[src/rtl/atomic_pkg.sv]
package atomic_pkg;

  localparam logic [3:0] OPC_ADD  = 4'd0;
  localparam logic [3:0] OPC_MIN  = 4'd1;
  localparam logic [3:0] OPC_MAX  = 4'd2;
  localparam logic [3:0] OPC_AND  = 4'd3;
  localparam logic [3:0] OPC_OR   = 4'd4;
  localparam logic [3:0] OPC_XOR  = 4'd5;
  localparam logic [3:0] OPC_SWAP = 4'd6;
  localparam logic [3:0] OPC_CAS  = 4'd7;
  localparam logic [3:0] OPC_BYTE = 4'd8;

  // which memory command the selected slot issues
  typedef enum logic [1:0] {
    KIND_TGT_RD = 2'd0,
    KIND_SCR_WR = 2'd1,
    KIND_SCR_RD = 2'd2,
    KIND_TGT_WR = 2'd3
  } cmdKind_e;

  // strobes from control to datapath
  typedef struct packed {
    logic     load;
    logic     capOld;
    logic     capRet;
    logic     emit;
    logic     emitRet;
    cmdKind_e kind;
  } dpStrobe_t;

  function automatic logic [31:0] applyOp(input logic [3:0] op, input logic [31:0] oldWord,
                                          input logic [31:0] operand, input logic [31:0] cmpWord,
                                          input logic [1:0] lane);
    logic [31:0] merged;
    merged = oldWord;
    merged[int'(lane) * 8 +: 8] = operand[7:0];
    case (op)
      OPC_ADD:  return oldWord + operand;
      OPC_MIN:  return ($signed(oldWord) < $signed(operand)) ? oldWord : operand;
      OPC_MAX:  return ($signed(oldWord) > $signed(operand)) ? oldWord : operand;
      OPC_AND:  return oldWord & operand;
      OPC_OR:   return oldWord | operand;
      OPC_XOR:  return oldWord ^ operand;
      OPC_SWAP: return operand;
      OPC_CAS:  return (oldWord == cmpWord) ? operand : oldWord;
      OPC_BYTE: return merged;
      default:  return oldWord;
    endcase
  endfunction

endpackage

[src/rtl/atomic_ctrl.sv]
module atomic_ctrl
  import atomic_pkg::*;
#(
  parameter int NS = 4,
  localparam int SW = $clog2(NS)
) (
  input  logic          clk,
  input  logic          rstN,
  input  logic          reqValid,
  input  logic          reqRet,
  output logic          reqReady,
  input  logic [NS-1:0] matchVec,
  output logic [SW-1:0] loadSlot,
  output logic [SW-1:0] cmdSlot,
  output dpStrobe_t     strobe,
  output logic          memCmdValid,
  input  logic          memCmdReady,
  output logic          memCmdWrite,
  input  logic          memRspValid,
  input  logic [SW-1:0] memRspTag
);

  logic [NS-1:0]          busy, waiting, retF;
  logic [NS-1:0][1:0]     step;
  logic [NS-1:0][NS-1:0]  blockMask;
  logic                   lockValid;
  logic [SW-1:0]          lockSlot;

  logic [NS-1:0] eligible, doneVec;
  logic [SW-1:0] pickSlot;
  logic          anyEligible, accept, issue, finishing;
  logic [1:0]    lastStep;
  cmdKind_e      kind;

  always_comb begin
    loadSlot = '0;
    for (int i = NS - 1; i >= 0; i--) if (!busy[i]) loadSlot = SW'(i);
    pickSlot = '0;
    for (int i = NS - 1; i >= 0; i--) if (eligible[i]) pickSlot = SW'(i);
  end

  for (genvar g = 0; g < NS; g++) begin : gElig
    assign eligible[g] = busy[g] && !waiting[g] && (blockMask[g] == '0);
  end

  assign reqReady    = ~&busy;
  assign accept      = reqValid && reqReady;
  assign anyEligible = |eligible;
  assign cmdSlot     = lockValid ? lockSlot : pickSlot;
  assign memCmdValid = lockValid || anyEligible;
  assign issue       = memCmdValid && memCmdReady;
  assign lastStep    = retF[memRspTag] ? 2'd3 : 2'd1;
  assign finishing   = memRspValid && (step[memRspTag] == lastStep);
  assign doneVec     = finishing ? (NS'(1) << memRspTag) : '0;

  always_comb begin
    case (step[cmdSlot])
      2'd0:    kind = KIND_TGT_RD;
      2'd1:    kind = retF[cmdSlot] ? KIND_SCR_WR : KIND_TGT_WR;
      2'd2:    kind = KIND_SCR_RD;
      default: kind = KIND_TGT_WR;
    endcase
  end

  assign memCmdWrite     = (kind == KIND_SCR_WR) || (kind == KIND_TGT_WR);
  assign strobe.load     = accept;
  assign strobe.capOld   = memRspValid && (step[memRspTag] == 2'd0);
  assign strobe.capRet   = memRspValid && retF[memRspTag] && (step[memRspTag] == 2'd2);
  assign strobe.emit     = finishing;
  assign strobe.emitRet  = retF[memRspTag];
  assign strobe.kind     = kind;

  always_ff @(posedge clk) begin
    if (!rstN) begin
      busy      <= '0;
      waiting   <= '0;
      retF      <= '0;
      step      <= '0;
      blockMask <= '0;
      lockValid <= 1'b0;
      lockSlot  <= '0;
    end else begin
      for (int i = 0; i < NS; i++) blockMask[i] <= blockMask[i] & ~doneVec;
      if (issue) waiting[cmdSlot] <= 1'b1;
      if (memRspValid) begin
        waiting[memRspTag] <= 1'b0;
        if (finishing) begin
          busy[memRspTag] <= 1'b0;
          step[memRspTag] <= 2'd0;
        end else begin
          step[memRspTag] <= step[memRspTag] + 2'd1;
        end
      end
      if (accept) begin
        busy[loadSlot]      <= 1'b1;
        waiting[loadSlot]   <= 1'b0;
        retF[loadSlot]      <= reqRet;
        step[loadSlot]      <= 2'd0;
        blockMask[loadSlot] <= matchVec & busy & ~doneVec;
      end
      lockValid <= memCmdValid && !memCmdReady;
      lockSlot  <= cmdSlot;
    end
  end

  // a slot may only rise from full when some request just finished
  assert_free_after_done_R1: assert property (@(posedge clk) disable iff (!rstN)
    $rose(reqReady) |-> $past(memRspValid));

  for (genvar g = 0; g < NS; g++) begin : gOrder
    // a slot still waiting on an older same-word request has not started
    assert_blocked_idle_R9: assert property (@(posedge clk) disable iff (!rstN)
      (busy[g] && (blockMask[g] != '0)) |-> ((step[g] == 2'd0) && !waiting[g]));
  end

endmodule

[src/rtl/atomic_dp.sv]
module atomic_dp
  import atomic_pkg::*;
#(
  parameter int          NS           = 4,
  parameter int          ADDR_W       = 16,
  parameter int          TAG_W        = 4,
  parameter int unsigned SCRATCH_WORD = 16368,
  localparam int SW = $clog2(NS),
  localparam int WA = ADDR_W - 2
) (
  input  logic              clk,
  input  logic              rstN,
  input  dpStrobe_t         strobe,
  input  logic [SW-1:0]     loadSlot,
  input  logic [SW-1:0]     cmdSlot,
  input  logic [SW-1:0]     rspSlot,
  input  logic [3:0]        reqOp,
  input  logic [ADDR_W-1:0] reqAddr,
  input  logic [31:0]       reqOperand,
  input  logic [31:0]       reqCompare,
  input  logic [TAG_W-1:0]  reqTag,
  output logic [NS-1:0]     matchVec,
  output logic [WA-1:0]     memCmdAddr,
  output logic [31:0]       memCmdData,
  input  logic              memRspValid,
  input  logic [31:0]       memRspData,
  output logic              respValid,
  output logic [TAG_W-1:0]  respTag,
  output logic [31:0]       respData
);

  localparam logic [WA-1:0] SCR_BASE = WA'(SCRATCH_WORD);

  logic [WA-1:0]    sWord    [NS];
  logic [1:0]       sLane    [NS];
  logic [3:0]       sOp      [NS];
  logic [31:0]      sOperand [NS];
  logic [31:0]      sCompare [NS];
  logic [TAG_W-1:0] sTag     [NS];
  logic [31:0]      sOld     [NS];
  logic [31:0]      sRet     [NS];
  logic [31:0]      newWord;

  for (genvar g = 0; g < NS; g++) begin : gMatch
    assign matchVec[g] = (sWord[g] == reqAddr[ADDR_W-1:2]);
  end

  assign newWord = applyOp(sOp[cmdSlot], sOld[cmdSlot], sOperand[cmdSlot],
                           sCompare[cmdSlot], sLane[cmdSlot]);

  always_comb begin
    case (strobe.kind)
      KIND_SCR_WR: begin memCmdAddr = SCR_BASE + WA'(cmdSlot); memCmdData = sOld[cmdSlot]; end
      KIND_SCR_RD: begin memCmdAddr = SCR_BASE + WA'(cmdSlot); memCmdData = '0; end
      KIND_TGT_WR: begin memCmdAddr = sWord[cmdSlot];          memCmdData = newWord; end
      default:     begin memCmdAddr = sWord[cmdSlot];          memCmdData = '0; end
    endcase
  end

  always_ff @(posedge clk) begin
    if (!rstN) begin
      for (int i = 0; i < NS; i++) sWord[i] <= '0;
    end else if (strobe.load) begin
      sWord[loadSlot]    <= reqAddr[ADDR_W-1:2];
      sLane[loadSlot]    <= reqAddr[1:0];
      sOp[loadSlot]      <= reqOp;
      sOperand[loadSlot] <= reqOperand;
      sCompare[loadSlot] <= reqCompare;
      sTag[loadSlot]     <= reqTag;
    end
    if (strobe.capOld) sOld[rspSlot] <= memRspData;
    if (strobe.capRet) sRet[rspSlot] <= memRspData;
  end

  always_ff @(posedge clk) begin
    if (!rstN) begin
      respValid <= 1'b0;
      respTag   <= '0;
      respData  <= '0;
    end else begin
      respValid <= strobe.emit;
      if (strobe.emit) begin
        respTag  <= sTag[rspSlot];
        respData <= strobe.emitRet ? sRet[rspSlot] : 32'd0;
      end
    end
  end

  // a completion is only ever reported right after a memory acknowledgement
  assert_resp_follows_ack_R5: assert property (@(posedge clk) disable iff (!rstN)
    respValid |-> $past(memRspValid));

endmodule

[src/rtl/atomic_rmw_unit.sv]
module atomic_rmw_unit
  import atomic_pkg::*;
#(
  parameter int          NUM_SLOTS    = 4,
  parameter int          ADDR_W       = 16,
  parameter int          TAG_W        = 4,
  parameter int unsigned SCRATCH_WORD = 16368,
  localparam int SW = $clog2(NUM_SLOTS)
) (
  input  logic              clk,
  input  logic              rstN,
  input  logic              reqValid,
  output logic              reqReady,
  input  logic [3:0]        reqOp,
  input  logic [ADDR_W-1:0] reqAddr,
  input  logic [31:0]       reqOperand,
  input  logic [31:0]       reqCompare,
  input  logic              reqRet,
  input  logic [TAG_W-1:0]  reqTag,
  output logic              memCmdValid,
  input  logic              memCmdReady,
  output logic              memCmdWrite,
  output logic [ADDR_W-3:0] memCmdAddr,
  output logic [31:0]       memCmdData,
  output logic [SW-1:0]     memCmdTag,
  input  logic              memRspValid,
  input  logic [SW-1:0]     memRspTag,
  input  logic [31:0]       memRspData,
  output logic              respValid,
  output logic [TAG_W-1:0]  respTag,
  output logic [31:0]       respData
);

  dpStrobe_t             strobe;
  logic [NUM_SLOTS-1:0]  matchVec;
  logic [SW-1:0]         loadSlot;

  atomic_ctrl #(.NS(NUM_SLOTS)) uCtrl (
    .clk(clk), .rstN(rstN), .reqValid(reqValid), .reqRet(reqRet), .reqReady(reqReady),
    .matchVec(matchVec), .loadSlot(loadSlot), .cmdSlot(memCmdTag), .strobe(strobe),
    .memCmdValid(memCmdValid), .memCmdReady(memCmdReady), .memCmdWrite(memCmdWrite),
    .memRspValid(memRspValid), .memRspTag(memRspTag)
  );

  atomic_dp #(.NS(NUM_SLOTS), .ADDR_W(ADDR_W), .TAG_W(TAG_W), .SCRATCH_WORD(SCRATCH_WORD)) uDp (
    .clk(clk), .rstN(rstN), .strobe(strobe), .loadSlot(loadSlot), .cmdSlot(memCmdTag),
    .rspSlot(memRspTag), .reqOp(reqOp), .reqAddr(reqAddr), .reqOperand(reqOperand),
    .reqCompare(reqCompare), .reqTag(reqTag), .matchVec(matchVec), .memCmdAddr(memCmdAddr),
    .memCmdData(memCmdData), .memRspValid(memRspValid), .memRspData(memRspData),
    .respValid(respValid), .respTag(respTag), .respData(respData)
  );

  // a stalled command is held steady
  assert_cmd_hold_R11: assert property (@(posedge clk) disable iff (!rstN)
    (memCmdValid && !memCmdReady) |=> (memCmdValid && $stable(memCmdWrite) &&
                                       $stable(memCmdAddr) && $stable(memCmdData)));

endmodule

[config.mk]
export PLATFORM = sky130hd
export DESIGN_NAME = atomic_rmw_unit
export DESIGN_NICKNAME = d
export VERILOG_FILES = /design/src/rtl/atomic_pkg.sv /design/src/rtl/atomic_ctrl.sv /design/src/rtl/atomic_dp.sv /design/src/rtl/atomic_rmw_unit.sv
export SDC_FILE = /design/constraint.sdc
export NUM_CORES = 1
export LEC_CHECK = 0
export BUFFER_PORTS_ARGS = -buffer_cell sky130_fd_sc_hd__buf_2
export CAP_MARGIN = 20
export CORE_ASPECT_RATIO = 1.2
export CORE_MARGIN = 3
export CORE_UTILIZATION = 40
export CTS_BUF_LIST = sky130_fd_sc_hd__clkbuf_8 sky130_fd_sc_hd__clkbuf_16
export CTS_CLUSTER_SIZE = 14
export DETAILED_ROUTE_END_ITERATION = 8
export GPL_TIMING_DRIVEN = 1
export SYNTH_ARGS = -nofsm -noshare
export SYNTH_HDL_FRONTEND = slang
export SYNTH_SLANG_ARGS = --single-unit
[constraint.sdc]
create_clock -name clk -period 9.2 [get_ports clk]
set_clock_uncertainty 0.15 [all_clocks]
set_input_delay 2.76 -clock clk [delete_from_list [all_inputs] [get_ports clk]]
set_output_delay 2.76 -clock clk [all_outputs]
set_load 0.01 [all_outputs]
==> Word level (Yosys, flattened, before mapping) <==
Memories as Yosys holds them, arrays and structs flattened. A register that Yosys moved wholly into a read port is not among the register bits.
Cells that the tools add are included.
{ "op_classes": {"n_addsub": 4, "bitwise": 21, "muxes": 69, "n_shift": 3, "eq_ne": 20, "magnitude_cmp": 8, "n_reduce_logical": 38} }
{ "op_table": {"columns": ["operator", "n"], "rows": [
  ["$pmux 32 s9", 1],
  ["$mux 32", 4],
  ["$pmux 32 s2", 1],
  ["$eq 14x14->1", 4],
  ["$mux 4", 11],
  ["$and 4x4->4", 9],
  ["$neg 5->33", 1],
  ["$shift 8x33->32 const A", 1],
  ["$shiftx 8x33->32", 1],
  ["$add 32x32->32", 1],
  ["$and 32x32->32", 1],
  ["$bwmux 32", 1],
  ["$eq 32x32->1", 1],
  ["$gt 32x32->1", 1],
  ["$lt 32x32->1", 1],
  ["$mux 2", 16],
  ["$mux 8", 4],
  ["$or 32x32->32", 1],
  ["$xor 32x32->32", 1],
  ["$mux 14", 2],
  ["$logic_not 4->1", 5],
  ["$logic_and 1x1->1", 18],
  ["$and 8x8->8", 2],
  ["$bwmux 16", 1],
  ["other kinds (32)", 74]
]} }
{ "word_totals": {"n_memories": 8, "word_cells": 186, "regBits": 72, "mem_bits_rw": 608} }
{ "memory_table": {"columns": ["name", "words", "word_bits", "read_ports", "rd_ports_with_merged_regs", "write_ports", "line_no", "source"], "rows": [
  ["uDp.sCompare", 4, 32, 1, 0, 1, "atomic_dp.sv:38", "logic [31:0] sCompare [NS];"],
  ["uDp.sOld", 4, 32, 1, 0, 1, "atomic_dp.sv:40", "logic [31:0] sOld [NS];"],
  ["uDp.sOperand", 4, 32, 1, 0, 1, "atomic_dp.sv:37", "logic [31:0] sOperand [NS];"],
  ["uDp.sRet", 4, 32, 1, 0, 1, "atomic_dp.sv:41", "logic [31:0] sRet [NS];"],
  ["uDp.sWord", 4, 14, 5, 0, 4, "atomic_dp.sv:34", "logic [WA-1:0] sWord [NS];"],
  ["uDp.sOp", 4, 4, 1, 0, 1, "atomic_dp.sv:36", "logic [3:0] sOp [NS];"],
  ["2 more memories", null, null, null, null, null, null, null]
]} }

==> Depth between registers and ports, before layout <==
{ "logic_depth": {"depth_word": 20, "mapped_depth": 27} }

==> Cells and area by module <==
From an unflattened synthesis, not the netlist that was laid out.
{ "hier_totals": {"cells_unflattened": 2269, "area_unflattened_um2": 32482.4} }
{ "by_module_without_submodules": {"columns": ["module", "seq_area_each_um2", "instances", "area_each_um2", "cells_each"], "rows": [
  ["atomic_dp", 18998.2, 1, 30656.9, 2046],
  ["atomic_ctrl", 780.7, 1, 1825.5, 223]
]} }

==> Worst setup path after synthesis <==
No wires, ideal clock.
{ "synth_path": {"path_kind": "register to output", "startpoint": "register uCtrl.blockMask[1] (netlist bit)", "endpoint": "output memCmdData[28]", "t_arrival_ns": 6.159, "path_stages_with_launch": 24, "slack_ns": 0.131, "path_buffers": 7, "required_time_ns": 6.290, "cell_sequence": "dfxtp_1 > or4_1 > o31a_1 > buf_2 > o21ai_2 > buf_2 > buf_2 > buf_1 > buf_1 > clkbuf_1 > nand2_1 > a31oi_1 > ha_1 > clkbuf_1 > nor4_1 > nand3_1 > or3_1 > a31oi_1 > nor3_1 > or4b_1 > a21oi_2 > nor2_1 > o221a_1 > a311oi_1"} }
{ "synth_via": {"elab_chain_len": 10, "elab_cells_between_ends": 45, "cone_classes": "add/sub (2); order compare (2); eq/ne (13); shift (2); mux (14); bitwise (3); reduce/logical (4); memory (5)"} }
{ "synth_rtl": {"columns": ["item", "line_no", "source"], "rows": [
  ["start: declaration", "atomic_ctrl.sv:25", "logic [NS-1:0][NS-1:0] blockMask;"],
  ["start signal: indexed assignment", "atomic_ctrl.sv:99", "blockMask[loadSlot] <= matchVec & busy & ~doneVec;"],
  ["$logic_not 4->1 *", "atomic_ctrl.sv:43", "assign eligible[g] = busy[g] && !waiting[g] && (blockMask[g] == '0);"],
  ["$logic_and 1x1->1 *", "atomic_ctrl.sv:43", null],
  ["$mux 2 *", "atomic_ctrl.sv:39", "for (int i = NS - 1; i >= 0; i--) if (eligible[i]) pickSlot = SW'(i);"],
  ["$mux 2 *", "atomic_ctrl.sv:49", "assign cmdSlot = lockValid ? lockSlot : pickSlot;"],
  ["$mem_v2 4x2 (tied with other cells)", null, null],
  ["$neg 5->33 (tied with other cells)", "atomic_pkg.sv:36", "merged[int'(lane) * 8 +: 8] = operand[7:0];"],
  ["$shiftx 8x33->32 (tied with other cells)", "atomic_pkg.sv:36", null],
  ["$bwmux 32 / $pmux 2 s3 (equally long branches)", "atomic_pkg.sv:36, atomic_ctrl.sv:57", null],
  ["$pmux 32 s9 (tied with other cells)", "atomic_pkg.sv:37", "case (op)"],
  ["$pmux 32 s2 *", "atomic_dp.sv:52", "case (strobe.kind)"],
  ["end: declaration", "atomic_rmw_unit.sv:24", "output logic [31:0] memCmdData,"]
]} }
Every way passes the cells marked *; elsewhere a longest branch is shown, timed or not. The select of a mux whose other input is x is not followed.

==> Worst setup path after layout <==
{ "layout_path": {"startpoint": "register uCtrl.blockMask[15] (netlist bit)", "endpoint": "output memCmdData[15]"} }
{ "layout_via": {"elab_chain_len": 13, "elab_cells_between_ends": 48, "cone_classes": "add/sub (2); order compare (2); eq/ne (13); shift (2); mux (17); bitwise (3); reduce/logical (4); memory (5)"} }
{ "layout_rtl": {"columns": ["item", "line_no"], "rows": [
  ["$logic_not 4->1 *", "atomic_ctrl.sv:43"],
  ["$logic_and 1x1->1 *", "atomic_ctrl.sv:43"],
  ["$mux 2 * (4 in a row)", "atomic_ctrl.sv:39"],
  ["$mux 2 *", "atomic_ctrl.sv:49"],
  ["$mem_v2 4x2 (tied with other cells)", null],
  ["$neg 5->33 (tied with other cells)", "atomic_pkg.sv:36"],
  ["$shiftx 8x33->32 (tied with other cells)", "atomic_pkg.sv:36"],
  ["$bwmux 32 / $pmux 2 s3 (equally long branches)", "atomic_pkg.sv:36, atomic_ctrl.sv:57"],
  ["$pmux 32 s9 (tied with other cells)", "atomic_pkg.sv:37"],
  ["$pmux 32 s2 *", "atomic_dp.sv:52"]
]} }
Marked as above.

==> impl_results.html <==
<table>
<tr><th>Metric</th><th>Value</th></tr>
<tr><th colspan="2">Worst setup path</th></tr>
<tr><td>Top fanout value on the critical path</td><td>21</td></tr>
<tr><td>Slowest cell on the critical path</td><td>a2111o_2</td></tr>
<tr><td>Critical Path AT</td><td>6.51 ns</td></tr>
<tr><td>Worst path most repeated cell</td><td>buf_6</td></tr>
<tr><td>Peak per-stage delay on the critical path</td><td>0.58 ns</td></tr>
<tr><td>Buffers plus inverters on the worst setup path</td><td>6</td></tr>
<tr><td>Data required time of the critical path</td><td>6.29 ns</td></tr>
<tr><td>Chain of cells forming the critical path</td><td>or4b_4 &gt; or2_4 &gt; a2111o_2 &gt; buf_6 &gt; buf_8 &gt; buf_6 &gt; o2111ai_1 &gt; and2_4 &gt; ha_4 &gt; or4_4 &gt; a31oi_4 &gt; o31ai_4 &gt; a31oi_4 &gt; buf_6 &gt; nor3_4 &gt; or4b_4 &gt; a21o_1 &gt; o21a_1 &gt; a21o_1 &gt; a311oi_2 &gt; buf_4 &gt; buf_6</td></tr>
<tr><td>Worst Setup End Kind</td><td>primary output</td></tr>
<tr><td>Startpoint-to-endpoint class of the critical path</td><td>reg2out</td></tr>
<tr><td>Startpoint kind of the worst setup timing path</td><td>flip-flop</td></tr>
<tr><td>Cell family with the largest share of critical-path delay</td><td>compound AO/OA/AOI/OAI gates</td></tr>
<tr><th colspan="2">STA</th></tr>
<tr><td>Pins over their slew limit</td><td>0</td></tr>
<tr><td>Min Hold Slack</td><td>0.315 ns</td></tr>
<tr><td>Maximum operating frequency</td><td>106 MHz</td></tr>
<tr><td>Worst slew slack as a fraction of its limit</td><td>26.9%</td></tr>
<tr><td>Share of the cycle needed by the critical path after routing</td><td>102%</td></tr>
<tr><td>Setup total negative slack</td><td>-2.73 ns</td></tr>
<tr><td>Setup slack after layout</td><td>-0.220 ns</td></tr>
<tr><td>Final Setup Violations</td><td>28</td></tr>
<tr><td>Hold Vio Cnt, Final</td><td>0</td></tr>
<tr><td>Period minus WS final</td><td>9.42 ns</td></tr>
<tr><td>Unrepaired setup endpoints after global routing</td><td>true</td></tr>
<tr><td>Actual slew at the worst max-slew pin</td><td>1.09 ns</td></tr>
<tr><th colspan="2">Power</th></tr>
<tr><td>Combinational share of power</td><td>22.0%</td></tr>
<tr><td>Power density over the cells</td><td>192 nW/um^2</td></tr>
<tr><td>Net switching share of the total power</td><td>27.9%</td></tr>
<tr><td>Switching power of the nets</td><td>2.32 mW</td></tr>
<tr><td>Worst ir drop on vdd</td><td>0.000158 V</td></tr>
<tr><td>Clock network fraction of design power</td><td>36.4%</td></tr>
<tr><td>Standby leakage power</td><td>17.2 nW</td></tr>
<tr><td>Pint</td><td>6.02 mW</td></tr>
<tr><td>Tot Pwr</td><td>8.34 mW</td></tr>
<tr><td>Proportion of power drawn by flip-flops and latches</td><td>41.6%</td></tr>
<tr><th colspan="2">Yosys</th></tr>
<tr><td>Largest family of logic cells by synthesized area</td><td>compound AO/OA/AOI/OAI gates</td></tr>
<tr><td>Post-Synth Adder-Cell Area</td><td>3.92%</td></tr>
<tr><td>Post-synthesis compound-gate area fraction</td><td>18.0%</td></tr>
<tr><td>Count of distinct cell types in the synthesized netlist</td><td>96</td></tr>
<tr><td>Post-Synth XOR/XNOR Area</td><td>2.06%</td></tr>
<tr><td>Async set or reset register ratio after synthesis</td><td>0%</td></tr>
<tr><td>Largest area contributor in the netlist</td><td>edfxtp_1</td></tr>
<tr><td>Avg Synthesized Cell Area</td><td>12.3 sq um</td></tr>
<tr><td>Multiplexer share of the synthesized area</td><td>3.34%</td></tr>
<tr><td>Area share of the largest cell type after synthesis</td><td>53.7%</td></tr>
<tr><td>Number of nets in the synthesized netlist</td><td>3008</td></tr>
<tr><td>Most used flip-flop cell after synthesis</td><td>edfxtp_1</td></tr>
<tr><td>Mapped cell area</td><td>34000 sq um</td></tr>
<tr><td>Cell types with the largest area share after synthesis</td><td>edfxtp_1, dfxtp_1, ha_1</td></tr>
<tr><td>Post-synthesis cell count</td><td>2774</td></tr>
<tr><td>Total number of yosys warnings</td><td>0</td></tr>
<tr><td>Simple-gate area share of the yosys netlist</td><td>10.0%</td></tr>
<tr><td>Sequential share of the synthesized area</td><td>58.2%</td></tr>
<tr><td>Number of enable-type register cells in the synthesized netlist</td><td>608</td></tr>
<tr><td>Number of register bits inferred by synthesis</td><td>684</td></tr>
<tr><th colspan="2">Final layout</th></tr>
<tr><td>Area of the multi-input gates</td><td>14200 sq um</td></tr>
<tr><td>Post-route insts no fill</td><td>4474</td></tr>
<tr><td>Final design instance area without fill</td><td>43500 sq um</td></tr>
<tr><td>Final core utilization</td><td>51.8%</td></tr>
<tr><td>Net count of the finished layout</td><td>3515</td></tr>
<tr><td>Storage element area</td><td>19800 sq um</td></tr>
<tr><td>Layout overhead on the synthesized area</td><td>27.9%</td></tr>
<tr><td>FILL cells</td><td>7311</td></tr>
<tr><td>Layout cell share with drive strength beyond 1</td><td>31.9%</td></tr>
<tr><th colspan="2">Routing</th></tr>
<tr><td>Via density</td><td>5.95</td></tr>
<tr><td>Drt first-iter violations</td><td>2322</td></tr>
<tr><td>Vias</td><td>26600</td></tr>
<tr><td>Routed Wire Length</td><td>119 mm</td></tr>
<tr><td>Wire length per cell after detailed routing</td><td>26.5 um</td></tr>
<tr><td>Drt first pass iters</td><td>8</td></tr>
<tr><td>Residual DRC</td><td>0</td></tr>
<tr><td>Post-DRT Antenna Nets</td><td>0</td></tr>
<tr><th colspan="2">Floorplanning</th></tr>
<tr><td>Starting Density</td><td>40.5%</td></tr>
<tr><td>Ports placed on the boundary</td><td>216</td></tr>
<tr><td>Die footprint</td><td>88500 sq um</td></tr>
<tr><td>Die width</td><td>272 um</td></tr>
<tr><td>Die Span Y</td><td>325 um</td></tr>
<tr><td>Std-Cell Rows</td><td>116</td></tr>
<tr><td>Placeable core region</td><td>83900 sq um</td></tr>
<tr><th colspan="2">Clocking</th></tr>
<tr><td>Clock transition at the register clock pins on the worst setup and hold paths after CTS</td><td>0.06 ns</td></tr>
<tr><td>CTS tree</td><td>yes</td></tr>
<tr><td>Number of sinks driven by the clock tree</td><td>684</td></tr>
<tr><td>TritonCTS Buffers</td><td>71</td></tr>
<tr><td>Cell chosen for the clock root</td><td>clkbuf_16</td></tr>
<tr><td>H-tree depth</td><td>3</td></tr>
<tr><td>CTS Buffer Depth</td><td>3</td></tr>
<tr><td>Clock insertion delay at the later pin of the skew report</td><td>0.62 ns</td></tr>
<tr><th colspan="2">Run status</th></tr>
<tr><td>Status</td><td>finished with violations</td></tr>
<tr><td>Violations in the final reports</td><td>negative setup slack</td></tr>
<tr><th colspan="2">Global route</th></tr>
<tr><td>Antenna violations before repair</td><td>15</td></tr>
<tr><td>Vias in the first global route</td><td>26500</td></tr>
<tr><td>Global-route wire length before repair</td><td>173 mm</td></tr>
<tr><td>Total Routing Usage GR</td><td>26.0%</td></tr>
<tr><td>Sum of overflow across all layers after global routing</td><td>0</td></tr>
<tr><td>Maximum number of pins on one net before global-route repair</td><td>64</td></tr>
<tr><th colspan="2">Place</th></tr>
<tr><td># port buffers</td><td>215</td></tr>
<tr><td>Standard cell area after detailed placement</td><td>38600 sq um</td></tr>
<tr><td>Estimated wirelength of the detail-placed design</td><td>81.1 mm</td></tr>
<tr><td>Routability-driven placement congestion ratio</td><td>0.977</td></tr>
<tr><td>Post-place setup slack</td><td>-0.221 ns</td></tr>
<tr><td>Inst Count DP</td><td>4257</td></tr>
<tr><th colspan="2">Run</th></tr>
<tr><td>Max capacitance violation total</td><td>0</td></tr>
<tr><th colspan="2">Worst hold path</th></tr>
<tr><td>Hold/Removal Path Class</td><td>reg2reg</td></tr>
</table>
[power by group through the flow]
stage / Combinational [mW] / Clock (mW) / Sequential, mW
final: 1.83 / 3.04 / 3.47
after global routing: 1.95 / 3.20 / 3.48
after CTS: 1.70 / 3.09 / 3.47
after detailed placement: 1.54 / 0 / 3.54
after global placement: 1.52 / 0 / 3.54
after floorplan: 0.833 / 0 / 3.54
[repair_timing]
item / CTS / global route
gates resized for setup: 210 / 117
pin swaps: 54 / 67
setup endpoints to repair: 32 / 32
cloned: 7 / 1
buffers inserted: 42 / 27
hold buffers: 0 / 0
hold endpoints to repair: 0 / 0
[per-layer routing]
metal  vias to the layer above  global-route usage (%)  share of wire [%]
met5                         -                       0              0.048
met4                        10                    12.4                5.2
met3                       262                    4.14                7.1
met2                      1152                    43.3                 48
met1                     13400                    33.2                 39
li1                      11800                       -                  -
[Yosys cell counts, types with 34 or more instances]
cell and count:
nor2_1 126, o2111ai_1 34, o211a_1 69, o21ai_0 66, edfxtp_1 608, a21oi_1 91, nand3_1 57, clkbuf_1 142
nand2_1 265, a221oi_1 47, xnor2_1 58, o221ai_1 36, inv_1 161, a211o_1 35, mux4_2 42, a31oi_1 47
dfxtp_1 76, and2_1 51, ha_1 105, o211ai_1 113, and3_1 62
[path summary, 6_finish.rpt]
check / start / end / slack (ns) / cells after the start
setup / recovery: uCtrl.blockMask[15] / memCmdData[15] / -0.22 / 22
hold / removal: uCtrl.blockMask[1] / uCtrl.blockMask[1] / 0.32 / 2
setup reg to reg: uCtrl.retF[2] / uCtrl.blockMask[9] / 5.23 / 9
hold reg to reg: uCtrl.blockMask[1] / uCtrl.blockMask[1] / 0.32 / 2
[kinds of logic (layout without fill, tap and decap cells)]
kind of cell	after synthesis	after routing
AOI/OAI and AO/OA	775	775
xor gates and xnor gates	80	80
adders and majority gates	106	106
buffers and inverters	376	942
DFF	684	684
muxes	61	61
other	0	13
and+or+nand+nor	692	692
[tightest hold or removal path: stages, from the launching register on]
cell and delay (ns):
dfxtp_1 0.31, nand4_1 0.06, nand2_1 0.05
[cell type report]
type / instances / area share (%)
Tap cell: 1121 / 3.23
Antenna cell: 13 / 0.0748
Timing Repair Buffer: 647 / 11.5
Sequential cell: 684 / 45.5
Clock buffer: 79 / 4.42
Inverter: 163 / 1.45
Clock inverter: 53 / 1.30
Multi-Input combinational cell: 1714 / 32.6
[placed cells by master, fill, tap and decap left out, drive strengths merged, types with 58 or more instances in the layout]
cell      n
clkbuf   81
o21ai    70
a221oi   67
buf     641
ha      105
xnor2    58
o211ai  114
inv     172
nand2   266
dfxtp    76
a21oi    92
and3     62
edfxtp  608
nor2    128
o211a    69
[state kept, by name (all words and copies together), names as in the netlist]
register         count
uDp.respTag          4
uCtrl.retF           4
uDp.sCompare       128
uDp.sLane            8
uDp.sOperand       128
uDp.sWord           56
uCtrl.blockMask     16
uCtrl.step           8
uDp.sOp             16
uDp.respData        32
uCtrl.busy           4
uDp.sRet           128
uCtrl.lockValid      1
uCtrl.lockSlot       2
uDp.respValid        1
uDp.sOld           128
uCtrl.waiting        4
uDp.sTag            16
No activity file was read; power rests on OpenSTA's default activity.
